**src/rtl/ebc_pkg.sv**
```systemverilog
package ebc_pkg;

    typedef enum logic [2:0] {
        ST_IDLE = 3'd0,
        ST_REC  = 3'd1,
        ST_ADV  = 3'd2,
        ST_GAP  = 3'd3,
        ST_STRB = 3'd4,
        ST_HOLD = 3'd5
    } seq_state_e;

    localparam logic [1:0] KIND_SLOW = 2'd0;
    localparam logic [1:0] KIND_FAST = 2'd1;
    localparam logic [1:0] KIND_EN   = 2'd2;

    // packed fast word kept in the bank: {read lead[3:0], strobe-to-enable[1:0], addr hold}
    localparam int FASTW = 7;

    function automatic logic [FASTW-1:0] fast_pack(input logic [31:0] w);
        return {w[27:24], w[17:16], w[5]};
    endfunction

    function automatic logic [3:0] fw_lead(input logic [FASTW-1:0] f);
        return f[6:3];
    endfunction

    function automatic logic [1:0] fw_adv2oe(input logic [FASTW-1:0] f);
        return f[2:1];
    endfunction

    function automatic logic fw_ahold(input logic [FASTW-1:0] f);
        return f[0];
    endfunction

    function automatic logic [3:0] sw_rec(input logic [31:0] w);
        return w[31:28];
    endfunction

    function automatic logic [3:0] sw_whold(input logic [31:0] w);
        return w[27:24];
    endfunction

    function automatic logic [7:0] sw_wlat(input logic [31:0] w);
        return w[23:16];
    endfunction

    function automatic logic [7:0] sw_rlat(input logic [31:0] w);
        return w[15:8];
    endfunction

    function automatic logic [3:0] sw_wwait(input logic [31:0] w);
        return w[7:4];
    endfunction

    function automatic logic [3:0] sw_rwait(input logic [31:0] w);
        return w[3:0];
    endfunction

endpackage

```
**src/rtl/ebc_cfg_bank.sv**
```systemverilog
module ebc_cfg_bank
    import ebc_pkg::*;
#(
    parameter int NCS = 6,
    parameter int CSW = 3
) (
    input  logic                        clk,
    input  logic                        rst_n,
    input  logic                        wr_en,
    input  logic [CSW-1:0]              wr_cs,
    input  logic [1:0]                  wr_kind,
    input  logic [31:0]                 wr_data,
    output logic [NCS-1:0][31:0]        slow_cfg,
    output logic [NCS-1:0][FASTW-1:0]   fast_cfg,
    output logic [NCS-1:0]              cs_en,
    output logic                        touch,
    output logic [CSW-1:0]              touch_cs
);

    typedef struct packed {
        logic [NCS-1:0][31:0]      slow;
        logic [NCS-1:0][FASTW-1:0] fast;
        logic [NCS-1:0]            en;
    } bank_t;

    bank_t bank_d, bank_q;
    logic  in_range;

    assign in_range = ({1'b0, wr_cs} < (CSW+1)'(NCS));

    always_comb begin
        bank_d = bank_q;
        if (wr_en && in_range) begin
            unique case (wr_kind)
                KIND_SLOW: bank_d.slow[wr_cs] = wr_data;
                KIND_FAST: bank_d.fast[wr_cs] = fast_pack(wr_data);
                KIND_EN:   bank_d.en[wr_cs]   = wr_data[0];
                default:   ;
            endcase
        end
    end

    always_ff @(posedge clk or negedge rst_n) begin
        if (!rst_n) begin
            bank_q <= '0;
        end else begin
            bank_q <= bank_d;
        end
    end

    assign slow_cfg = bank_q.slow;
    assign fast_cfg = bank_q.fast;
    assign cs_en    = bank_q.en;
    assign touch    = wr_en && in_range;
    assign touch_cs = wr_cs;

endmodule

```
**src/rtl/ebc_page_track.sv**
```systemverilog
module ebc_page_track #(
    parameter int NCS = 6,
    parameter int CSW = 3,
    parameter int PW  = 20
) (
    input  logic           clk,
    input  logic           rst_n,
    input  logic           clr_en,
    input  logic [CSW-1:0] clr_cs,
    input  logic           upd_en,
    input  logic [CSW-1:0] acc_cs,
    input  logic [PW-1:0]  acc_page,
    output logic           first
);

    logic [NCS-1:0]         vld_d, vld_q;
    logic [NCS-1:0][PW-1:0] tag_d, tag_q;
    logic [NCS-1:0]         hit;

    generate
        for (genvar i = 0; i < NCS; i++) begin : g_hit
            assign hit[i] = vld_q[i] && (tag_q[i] == acc_page);
        end
    endgenerate

    assign first = !hit[acc_cs];

    always_comb begin
        vld_d = vld_q;
        tag_d = tag_q;
        for (int i = 0; i < NCS; i++) begin
            if (upd_en && (acc_cs == CSW'(i))) begin
                vld_d[i] = 1'b1;
                tag_d[i] = acc_page;
            end
            if (clr_en && (clr_cs == CSW'(i))) begin
                vld_d[i] = 1'b0;
            end
        end
    end

    always_ff @(posedge clk or negedge rst_n) begin
        if (!rst_n) begin
            vld_q <= '0;
            tag_q <= '0;
        end else begin
            vld_q <= vld_d;
            tag_q <= tag_d;
        end
    end

endmodule

```
**src/rtl/ebc_seq.sv**
```systemverilog
module ebc_seq
    import ebc_pkg::*;
#(
    parameter int NCS = 6,
    parameter int CSW = 3,
    parameter int AW  = 24,
    parameter int DW  = 16,
    parameter int CW  = 9
) (
    input  logic              clk,
    input  logic              rst_n,
    input  logic              req_valid,
    input  logic              req_ok,
    input  logic              req_write,
    input  logic [CSW-1:0]    req_cs,
    input  logic [AW-1:0]     req_addr,
    input  logic [DW-1:0]     req_wdata,
    input  logic [31:0]       sel_slow,
    input  logic [FASTW-1:0]  sel_fast,
    input  logic [3:0]        rec_field,
    input  logic              first_acc,
    input  logic [DW-1:0]     mem_data_in,
    output logic              req_ready,
    output logic              start,
    output logic [CSW-1:0]    last_cs,
    output logic              rsp_done,
    output logic              rsp_err,
    output logic [DW-1:0]     rsp_rdata,
    output logic [NCS-1:0]    mem_cs_n,
    output logic              mem_oe_n,
    output logic              mem_we_n,
    output logic              mem_adv_n,
    output logic [AW-1:0]     mem_addr,
    output logic [DW-1:0]     mem_data_out,
    output logic              mem_data_oe
);

    typedef struct packed {
        seq_state_e     st;
        logic [CW-1:0]  cnt;
        logic [CW-1:0]  gap;
        logic [4:0]     strb;
        logic [4:0]     hold;
        logic           wr;
        logic           ah;
        logic           ahold;
        logic [CSW-1:0] cs;
        logic [AW-1:0]  addr;
        logic [DW-1:0]  wdata;
        logic           last_rd;
        logic [CSW-1:0] last_cs;
        logic           done;
        logic           err;
        logic [DW-1:0]  rdata;
    } seq_t;

    seq_t q, d;

    logic [3:0]    lead;
    logic [CW-1:0] rd_gap, wr_gap;
    logic [4:0]    strb_len, hold_len;
    logic          need_rec;
    logic          bus_on;

    // timing of the request being offered, from its chip select's words
    always_comb begin
        lead = fw_lead(sel_fast);
        if ({2'b00, fw_adv2oe(sel_fast)} > lead) begin
            lead = {2'b00, fw_adv2oe(sel_fast)};
        end
        if ({3'b000, fw_ahold(sel_fast)} > lead) begin
            lead = {3'b000, fw_ahold(sel_fast)};
        end
        rd_gap   = CW'(lead) + (first_acc ? CW'(sw_rlat(sel_slow)) : '0);
        wr_gap   = CW'(fw_ahold(sel_fast)) + (first_acc ? CW'(sw_wlat(sel_slow)) : '0);
        strb_len = req_write ? ({1'b0, sw_wwait(sel_slow)} + 5'd1)
                             : ({1'b0, sw_rwait(sel_slow)} + 5'd1);
        hold_len = (sw_whold(sel_slow) == 4'd0) ? 5'd1 : {1'b0, sw_whold(sel_slow)};
        need_rec = q.last_rd && ((req_cs != q.last_cs) || req_write);
    end

    assign start = (q.st == ST_IDLE) && req_valid && req_ok;

    always_comb begin
        d       = q;
        d.done  = 1'b0;
        d.err   = 1'b0;
        d.ahold = 1'b0;
        unique case (q.st)
            ST_IDLE: begin
                if (req_valid && !req_ok) begin
                    d.err = 1'b1;
                end else if (start) begin
                    d.wr      = req_write;
                    d.cs      = req_cs;
                    d.addr    = req_addr;
                    d.wdata   = req_wdata;
                    d.ah      = fw_ahold(sel_fast);
                    d.gap     = req_write ? wr_gap : rd_gap;
                    d.strb    = strb_len;
                    d.hold    = hold_len;
                    d.last_rd = !req_write;
                    d.last_cs = req_cs;
                    if (need_rec) begin
                        d.st  = ST_REC;
                        d.cnt = CW'(rec_field);
                    end else begin
                        d.st  = ST_ADV;
                    end
                end
            end
            ST_REC: begin
                if (q.cnt == '0) begin
                    d.st = ST_ADV;
                end else begin
                    d.cnt = q.cnt - 1'b1;
                end
            end
            ST_ADV: begin
                d.ahold = q.ah;
                if (q.gap == '0) begin
                    d.st  = ST_STRB;
                    d.cnt = CW'(q.strb - 5'd1);
                end else begin
                    d.st  = ST_GAP;
                    d.cnt = q.gap - 1'b1;
                end
            end
            ST_GAP: begin
                if (q.cnt == '0) begin
                    d.st  = ST_STRB;
                    d.cnt = CW'(q.strb - 5'd1);
                end else begin
                    d.cnt = q.cnt - 1'b1;
                end
            end
            ST_STRB: begin
                if (q.cnt != '0) begin
                    d.cnt = q.cnt - 1'b1;
                end else if (q.wr) begin
                    d.st  = ST_HOLD;
                    d.cnt = CW'(q.hold - 5'd1);
                end else begin
                    d.st    = ST_IDLE;
                    d.done  = 1'b1;
                    d.rdata = mem_data_in;
                end
            end
            ST_HOLD: begin
                if (q.cnt == '0) begin
                    d.st   = ST_IDLE;
                    d.done = 1'b1;
                end else begin
                    d.cnt = q.cnt - 1'b1;
                end
            end
            default: d.st = ST_IDLE;
        endcase
    end

    always_ff @(posedge clk or negedge rst_n) begin
        if (!rst_n) begin
            q <= '0;
        end else begin
            q <= d;
        end
    end

    assign bus_on = (q.st == ST_ADV) || (q.st == ST_GAP) ||
                    (q.st == ST_STRB) || (q.st == ST_HOLD);

    assign req_ready    = (q.st == ST_IDLE);
    assign last_cs      = q.last_cs;
    assign rsp_done     = q.done;
    assign rsp_err      = q.err;
    assign rsp_rdata    = q.rdata;
    assign mem_cs_n     = bus_on ? ~(NCS'(1) << q.cs) : '1;
    assign mem_adv_n    = !(q.st == ST_ADV);
    assign mem_oe_n     = !((q.st == ST_STRB) && !q.wr);
    assign mem_we_n     = !((q.st == ST_STRB) && q.wr);
    assign mem_data_oe  = q.wr && ((q.st == ST_STRB) || (q.st == ST_HOLD));
    assign mem_data_out = mem_data_oe ? q.wdata : '0;
    assign mem_addr     = ((q.st == ST_ADV) || q.ahold) ? q.addr : '0;

endmodule

```
**src/rtl/ext_mem_ctrl.sv**
```systemverilog
module ext_mem_ctrl
    import ebc_pkg::*;
#(
    parameter int NCS      = 6,
    parameter int AW       = 24,
    parameter int DW       = 16,
    parameter int PAGE_LSB = 4,
    localparam int CSW     = (NCS > 1) ? $clog2(NCS + 1) : 1
) (
    input  logic            clk,
    input  logic            rst_n,
    input  logic            cfg_we,
    input  logic [CSW-1:0]  cfg_cs,
    input  logic [1:0]      cfg_kind,
    input  logic [31:0]     cfg_wdata,
    input  logic            req_valid,
    input  logic            req_write,
    input  logic [CSW-1:0]  req_cs,
    input  logic [AW-1:0]   req_addr,
    input  logic [DW-1:0]   req_wdata,
    output logic            req_ready,
    output logic            rsp_done,
    output logic            rsp_err,
    output logic [DW-1:0]   rsp_rdata,
    output logic [NCS-1:0]  mem_cs_n,
    output logic            mem_oe_n,
    output logic            mem_we_n,
    output logic            mem_adv_n,
    output logic [AW-1:0]   mem_addr,
    output logic [DW-1:0]   mem_data_out,
    output logic            mem_data_oe,
    input  logic [DW-1:0]   mem_data_in
);

    localparam int PW = AW - PAGE_LSB;
    localparam int CW = $clog2(16 + 256);

    logic [NCS-1:0][31:0]      slow_cfg;
    logic [NCS-1:0][FASTW-1:0] fast_cfg;
    logic [NCS-1:0]            cs_en;
    logic                      touch;
    logic [CSW-1:0]            touch_cs;
    logic                      cs_in_range;
    logic [CSW-1:0]            cs_idx;
    logic                      req_ok;
    logic                      first_acc;
    logic                      start;
    logic [CSW-1:0]            last_cs;
    logic [3:0]                rec_field;

    ebc_cfg_bank #(.NCS(NCS), .CSW(CSW)) u_bank (
        .clk      (clk),
        .rst_n    (rst_n),
        .wr_en    (cfg_we),
        .wr_cs    (cfg_cs),
        .wr_kind  (cfg_kind),
        .wr_data  (cfg_wdata),
        .slow_cfg (slow_cfg),
        .fast_cfg (fast_cfg),
        .cs_en    (cs_en),
        .touch    (touch),
        .touch_cs (touch_cs)
    );

    assign cs_in_range = ({1'b0, req_cs} < (CSW+1)'(NCS));
    assign cs_idx      = cs_in_range ? req_cs : '0;
    assign req_ok      = cs_in_range && cs_en[cs_idx];
    assign rec_field   = sw_rec(slow_cfg[last_cs]);

    ebc_page_track #(.NCS(NCS), .CSW(CSW), .PW(PW)) u_page (
        .clk      (clk),
        .rst_n    (rst_n),
        .clr_en   (touch),
        .clr_cs   (touch_cs),
        .upd_en   (start),
        .acc_cs   (cs_idx),
        .acc_page (req_addr[AW-1:PAGE_LSB]),
        .first    (first_acc)
    );

    ebc_seq #(.NCS(NCS), .CSW(CSW), .AW(AW), .DW(DW), .CW(CW)) u_seq (
        .clk          (clk),
        .rst_n        (rst_n),
        .req_valid    (req_valid),
        .req_ok       (req_ok),
        .req_write    (req_write),
        .req_cs       (cs_idx),
        .req_addr     (req_addr),
        .req_wdata    (req_wdata),
        .sel_slow     (slow_cfg[cs_idx]),
        .sel_fast     (fast_cfg[cs_idx]),
        .rec_field    (rec_field),
        .first_acc    (first_acc),
        .mem_data_in  (mem_data_in),
        .req_ready    (req_ready),
        .start        (start),
        .last_cs      (last_cs),
        .rsp_done     (rsp_done),
        .rsp_err      (rsp_err),
        .rsp_rdata    (rsp_rdata),
        .mem_cs_n     (mem_cs_n),
        .mem_oe_n     (mem_oe_n),
        .mem_we_n     (mem_we_n),
        .mem_adv_n    (mem_adv_n),
        .mem_addr     (mem_addr),
        .mem_data_out (mem_data_out),
        .mem_data_oe  (mem_data_oe)
    );

endmodule

```
**config.mk**
```make
export PLATFORM = sky130hd
export DESIGN_NAME = ext_mem_ctrl
export DESIGN_NICKNAME = d
export VERILOG_FILES = /design/src/rtl/ebc_pkg.sv /design/src/rtl/ebc_cfg_bank.sv /design/src/rtl/ebc_page_track.sv /design/src/rtl/ebc_seq.sv /design/src/rtl/ext_mem_ctrl.sv
export SDC_FILE = /design/constraint.sdc
export NUM_CORES = 1
export LEC_CHECK = 0
export BUFFER_PORTS_ARGS = -buffer_cell sky130_fd_sc_hd__buf_2
export CAP_MARGIN = 15
export CORE_ASPECT_RATIO = 0.5
export CORE_UTILIZATION = 55
export CTS_BUF_LIST = sky130_fd_sc_hd__clkbuf_8
export CTS_CLUSTER_DIAMETER = 100
export DETAILED_ROUTE_END_ITERATION = 8
export PLACE_DENSITY = 0.77
export RECOVER_POWER = 25
export SLEW_MARGIN = 25
export SYNTH_ARGS = -nofsm -noshare
export SYNTH_HDL_FRONTEND = slang
export SYNTH_SLANG_ARGS = --single-unit
```
**constraint.sdc**
```tcl
create_clock -name clk -period 4.15 [get_ports clk]
set_input_delay 0.415 -clock clk [delete_from_list [all_inputs] [get_ports clk]]
set_output_delay 0.415 -clock clk [all_outputs]
set_load 0.01 [all_outputs]
```
==> qor.yml, run 1 <==
status:
  status: "finished, violations left"
  violations: "capacitance limit, slew limit, setup timing"
global_route:
  overflow: 0
  grt_pass1_wl_um: 88100
  grt.total_usage_pct: 26.3
  grt_pass1_vias: 15700
  antenna_found_initial: 3
  grt_start_max_net_pins: 112
timing:
  max_freq_mhz: 227
  max_slew_margin_pct: -46.3
  holdWs_ns: 0.0295
  post-route-min-period_ns: 4.40
  fin_worst_skew_ns: 0.0318
  fin_crit_sh_pct: 106
  rsz0062_at_grt: "yes"
  tightestPinTransition_ns: 2.19
  setup_violations: 4
  hold_viol_final: 0
  setup_slack_ns: -0.254
  tns_ns: -0.673
  slew_violations: 153
synth:
  netlist_area_mm2: 0.0229
  ys.flop_type: "dfrtp_1"
  ys_types: 69
  synth-edff-count: 0
  seq_area_frac_synth_pct: 50.4
  ys_seq_elements: 461
  synthCells: 1910
  yosys-top-cells-area: "dfrtp_1 50%, mux2_2 13%, mux2_1 6.8%"
  async_reset_ff_share_pct: 100
  synth_warnings: 0
  avgSynthCellArea_um2: 12.0
  synth_nets: 2026
  netlist.area_leader.share_pct: 50.4
  synth_area_leader_cell: "dfrtp_1"
floorplanning:
  die_h_um: 146
  start_util_pct: 56.2
  ioPinCount: 170
  die_w_um: 290
  die-area_mm2: 0.0425
  coreArea_mm2: 0.0407
  fp-row-count: 52
cells_and_area:
  fin_util_pct: 64.6
  n_fill_cell: 3038
  area_delta_synth_final_pct: 15.1
  nNetsFinal: 2257
  final_cell_mix: "461 x dfrtp_1, 257 x mux2_2, 213 x nand2_1"
  regArea_mm2: 0.0115
  drive_gt1_share_pct: 31.1
  multiInputGateArea_mm2: 0.0107
  mostFrequentLayoutCell: "dfrtp_1"
placement:
  dpl.hpwl_um: 36800
  pre_cts_ws_ns: -0.606
  gp_congestion: 0.931
  io_buffers: 169
min_path:
  hp-class: "in -> reg"
clocking:
  clkSinkCount: 461
  htreeDepth: 3
  cts_tree: "built"
  cts-root-buf: "clkbuf_8"
  insertion_delay_ns: 0.63
  path_clk_slew_ns: 0.07
  cts_buffers: 69
  clk_path_buf_depth: 3
route:
  wl_per_cell_um: 19.9
  drcViolationCount: 0
  antenna_left: 0
  vias: 15700
  via_per_inst: 5.74
  dr.pass1.iters: 5
  drtIter0Drc: 1174
  wl_um: 54300
pwr:
  p_per_area_mw_per_mm2: 514
  ir_drop_v: 0.000265
  power_leakage_nw: 12.7
setup_path:
  cp-end-kind: "flip-flop"
  crit_fanout: 3
  critPathArrivalTime_ns: 4.93
  crit_type: "reg -> reg"
  start_kind: "flip-flop"
  critPathRequiredTime_ns: 4.68
flow_run:
  maxCapViolCount: 3
registers in the layout (all words and copies together), names as in the netlist:
register	flops
u_page.tag_q	120
u_seq.rsp_rdata	16
u_seq.q	77
u_bank.fast_cfg	42
u_seq.rsp_err	1
u_seq.rsp_done	1
u_page.vld_q	6
u_bank.slow_cfg	192
u_bank.cs_en	6
report_power, final:
part / leakage, nW / internal (mW) / switching, mW
clock: 0.782 / 1.90 / 1.75
combinational: 5.91 / 1.76 / 1.78
sequential: 6.05 / 5.57 / 0.779
final timing paths:
kind / start / endpoint / slack, ns / cells past startpoint
max in group asynchronous: rst_n / u_page.tag_q[31] / 0.62 / 3
min: mem_data_in[4] / u_seq.rsp_rdata[4] / 0.03 / 2
max reg2reg: u_bank.fast_cfg[13] / u_seq.q[84] / -0.25 / 18
min reg2reg: u_seq.q[60] / u_seq.q[60] / 0.47 / 2
min in group asynchronous: rst_n / u_bank.slow_cfg[181] / 1.00 / 2
max: u_bank.fast_cfg[13] / u_seq.q[84] / -0.25 / 18
cell usage after synthesis (19+ instances only):
master	instances
a21oi_1	47
buf_2	30
buf_4	23
clkbuf_1	76
dfrtp_1	461
inv_1	27
mux2_1	138
mux2_2	258
mux2i_1	58
mux4_2	30
nand2_1	213
nand3_1	19
nand4_1	22
nor2_1	43
nor2b_1	35
nor3_1	21
nor4_1	22
o21ai_0	48
xnor2_1	78
xor2_1	65
metrics by stage:
stage	instance area (um2)	instances	power, mW
global placement	24700	2578	9.71
floorplan	22900	1910	8.76
CTS	26300	2728	13.6
global route	26300	2731	14.3
detailed placement	24700	2578	9.87
finish	26300	2732	13.5
logic make-up after synthesis:
family / after synthesis / synth area share [%]
compound gates: 201 / 5.62
xor+xnor: 143 / 5.48
simple gates: 441 / 9.32
flops: 461 / 50.4
mux: 484 / 25.0
buf+inv: 165 / 3.31
fa+ha+maj: 15 / 0.853
layer usage:
metal / vias to the layer above / part of all wire [%] / wire length [um] / GRT usage (%)
li1: 7217 / - / - / -
met1: 7988 / 45 / 24500 / 37.0
met2: 395 / 47 / 25500 / 41.2
met3: 94 / 5.7 / 3090 / 5.82
met4: 0 / 2.3 / 1230 / 7.67
met5: - / 0 / 0 / 0
final cells by class:
type | instances | share of cell area, %
diodes | 3 | 0.0285
clock buffers | 81 | 4.24
clock inverters | 38 | 0.832
inverters | 27 | 0.385
multi-input cells | 1284 | 40.7
flip-flops and latches | 461 | 43.8
well taps | 540 | 2.57
repair buffers | 298 | 7.39
timing repair:
action	in CTS	in global routing
hold endpoints to repair	109	0
hold buffers	28	0
setup endpoints to repair	4	6
pin swaps	4	4
gates resized for setup	6	2
setup buffers	3	1
critical path, stage by stage (launching register included):
cell	delay [ns]
dfrtp_1	0.39
mux4_2	0.46
and2_4	0.16
a2111o_1	0.43
a211oi_4	0.26
nand2_1	0.09
o21a_1	0.14
ha_1	0.31
nor4_2	0.26
mux2_4	0.34
ha_4	0.17
fa_2	0.33
a21o_1	0.17
a21oi_2	0.13
inv_1	0.06
and3b_1	0.20
xor2_1	0.13
mux2i_1	0.08
o31ai_1	0.21
Power figures use the tool's default switching activity.
==> run 2, diff against run 1 <==
GPL_TIMING_DRIVEN = 0   (was default)
==> qor.yml, run 2 (same netlist as run 1, synthesis figures left out) <==
flow_run:
  maxCapViolCount: 1  # -2
pwr:
  power_leakage_nw: 12.7  # -0.15%
  ir_drop_v: 0.000225  # -15%
  p_total_mw: 13.7  # +1.4%
  p_per_area_mw_per_mm2: 517  # +0.53%
global_route:
  grt_pass1_vias: 16600  # +5.7%
  antenna_found_initial: 1  # -2
  grt_start_max_net_pins: 94  # -16%
  grt.total_usage_pct: 29.0  # +2.7 points
  grt_pass1_wl_um: 95300  # +8.2%
  overflow: 0  # unchanged
setup_path:
  rr_worst_depth: 18  # unchanged
  critPathRequiredTime_ns: 4.66  # -0.02 ns
  critPathLaunch: "req_cs[1]"
  endpoint: "u_seq.q[84]"
  path_delay_family: "multiplexers"
  crit_fanout: 10  # +7
  regToRegStartpoint: "u_bank.fast_cfg[27]"
  cp-end-kind: "flip-flop"
  worst-path-buf-inv: 6  # +5
  cpPeakStageDelay_ns: 0.35  # -0.11 ns
  r2r_end: "u_seq.q[84]"
  cp_slowest_cell: "mux4_2"
  crit_chain: "clkbuf_4 > buf_6 > buf_6 > buf_8 > buf_6 > mux4_2 > mux2i_4 > ha_1 > a211oi_4 > nand2_1 > o21a_2 > ha_4 > nor4_4 > mux2_4 > ha_4 > fa_2 > a21o_1 > a21oi_2 > inv_1 > and3b_1 > xor2_1 > mux2i_1 > o31ai_1"
  crit_type: "in -> reg"
  critPathMostFrequentCell: "buf_6"
  worst-r2r-setup-slack_ns: -0.31  # -0.06 ns
  start_kind: "input port"
  critPathArrivalTime_ns: 4.98  # +0.05 ns
  cp.depth: 23  # +5
clocking:
  clk_path_buf_depth: 3  # unchanged
  insertion_delay_ns: 0.63  # about the same
  cts_buffers: 68  # -1.4%
  path_clk_slew_ns: 0.07  # about the same
  cts_tree: "built"
  clkSinkCount: 461  # unchanged
  cts-root-buf: "clkbuf_8"
  htreeDepth: 3  # unchanged
status:
  violations: "capacitance limit, slew limit, setup timing"
  status: "finished, violations left"
placement:
  io_buffers: 163  # -3.6%
  pre_cts_ws_ns: -1.81  # -1.21 ns
  dpl.hpwl_um: 41900  # +14%
  dpl_cell_area_mm2: 0.0246  # -0.27%
  gp_congestion: 0.950  # +2.0%
  numPlacedInstances: 2618  # +1.6%
route:
  drtIter0Drc: 1602  # +36%
  vias: 16300  # +3.8%
  wl_per_cell_um: 21.8  # +9.8%
  antenna_left: 0  # unchanged
  via_per_inst: 5.86  # +1.9%
  drcViolationCount: 0  # unchanged
  wl_um: 60700  # +12%
  dr.pass1.iters: 5  # unchanged
timing:
  max_freq_mhz: 224  # -1.4%
  fin_worst_skew_ns: 0.0215  # -0.0103 ns
  setup_violations: 4  # unchanged
  slew_violations: 58  # -62%
  max_slew_margin_pct: -119  # -73 points
  rsz0062_at_grt: "yes"
  tightestPinTransition_ns: 3.29  # +1.09 ns
  tns_ns: -1.11  # -0.437 ns
  setup_slack_ns: -0.315  # -0.0608 ns
  fin_crit_sh_pct: 108  # +1.5 points
  hold_viol_final: 0  # unchanged
  post-route-min-period_ns: 4.46  # +0.0608 ns
cells_and_area:
  mostFrequentLayoutCell: "dfrtp_1"
  area_delta_synth_final_pct: 16.1
  n_fill_cell: 2986  # -1.7%
  drive_gt1_share_pct: 30.0  # -1.1 points
  largest_register_ff_count: 192  # unchanged
  regArea_mm2: 0.0115  # unchanged
  final_area_mm2: 0.0265  # +0.87%
  multiInputGateArea_mm2: 0.0108  # +0.27%
  fin_cells: 2781  # +1.8%
  final_cell_mix: "461 x dfrtp_1, 257 x mux2_2, 213 x nand2_1"
  nNetsFinal: 2311  # +2.4%
floorplanning:
  start_util_pct: 56.2  # unchanged
  die_h_um: 146  # unchanged
  coreArea_mm2: 0.0407  # unchanged
  die-area_mm2: 0.0425  # unchanged
  die_w_um: 290  # unchanged
  fp-row-count: 52  # unchanged
  ioPinCount: 170  # unchanged
min_path:
  hp-class: "in -> reg"
==> run 2: cell count changes in the layout (fill, tap and decap cells not counted), sizes merged <==
cell | before | now
clkbuf | 87 | 165
dlygate4sd3 | 28 | 30
clkinv | 4 | 6
inv | 56 | 47
buf | 264 | 243
diode | 3 | 1
bufinv | 2 | 1
==> run 2: power by group <==
| part | total (mW) | internal [mW] | switching, mW |
|---|---|---|---|
| clock network | 3.69 | 1.91 | 1.78 |
| logic | 3.74 | 1.78 | 1.96 |
| registers | 6.30 | 5.57 | 0.729 |
==> run 2: worst min-delay path by stage <==
stage | start | endpoint | slack, ns | cells past startpoint
floorplan | rst_n | u_bank.cs_en[0] | 0.12 | 0
global placement | u_seq.q[30] | u_seq.q[30] | 0.45 | 2
detailed placement | rst_n | u_bank.slow_cfg[76] | 0.38 | 1
CTS | req_wdata[14] | u_seq.q[36] | 0.001 | 3
global route | mem_data_in[3] | u_seq.rsp_rdata[3] | 0.02 | 2
finish | mem_data_in[2] | u_seq.rsp_rdata[2] | 0.03 | 2
==> run 2: through the flow <==
step / hold WS [ns] / utilization [%]
2_1_floorplan: 0.119 / -
3_3_place_gp: 0.451 / 60.0
3_5_place_dp: 0.381 / 60.4
4_1_cts: 0.00118 / 64.9
5_1_grt: 0.0181 / 65.2
6_report: 0.0308 / 65.2
==> run 2: worst reg2reg max path, delay by kind of cell, from the launching register on <==
family	cells	cell delay [ns]
flops	1	0.39
fa+ha+maj	3	0.74
compound gates	6	1.29
buf+inv	1	0.07
xor+xnor	1	0.14
mux	3	1.01
simple gates	4	0.69
==> run 2: layout make-up <==
cell class                 instances  share of cell area [%]
sequential                       461                    43.5
multi-input combinational       1284                    40.5
timing repair buffer             216                    5.07
clock buffer                      85                    4.41
buffer                           137                    3.01
tap                              540                    2.55
clock inverter                    30                   0.617
inverter                          27                   0.396
antenna                            1                 0.00943
==> run 2: repair_timing <==
action	CTS	global route
resized for setup	34	28
endpoints found under the setup margin	9	8
pin swaps	8	8
hold buffers	30	0
endpoints found under the hold margin	85	0
buffers inserted	11	7
==> run 2: routing by layer <==
layer	part of all wire [%]	track usage, %
met4	2.4	8.52
met2	47	46.6
met5	0	0
met1	44	40.3
met3	6.3	5.66
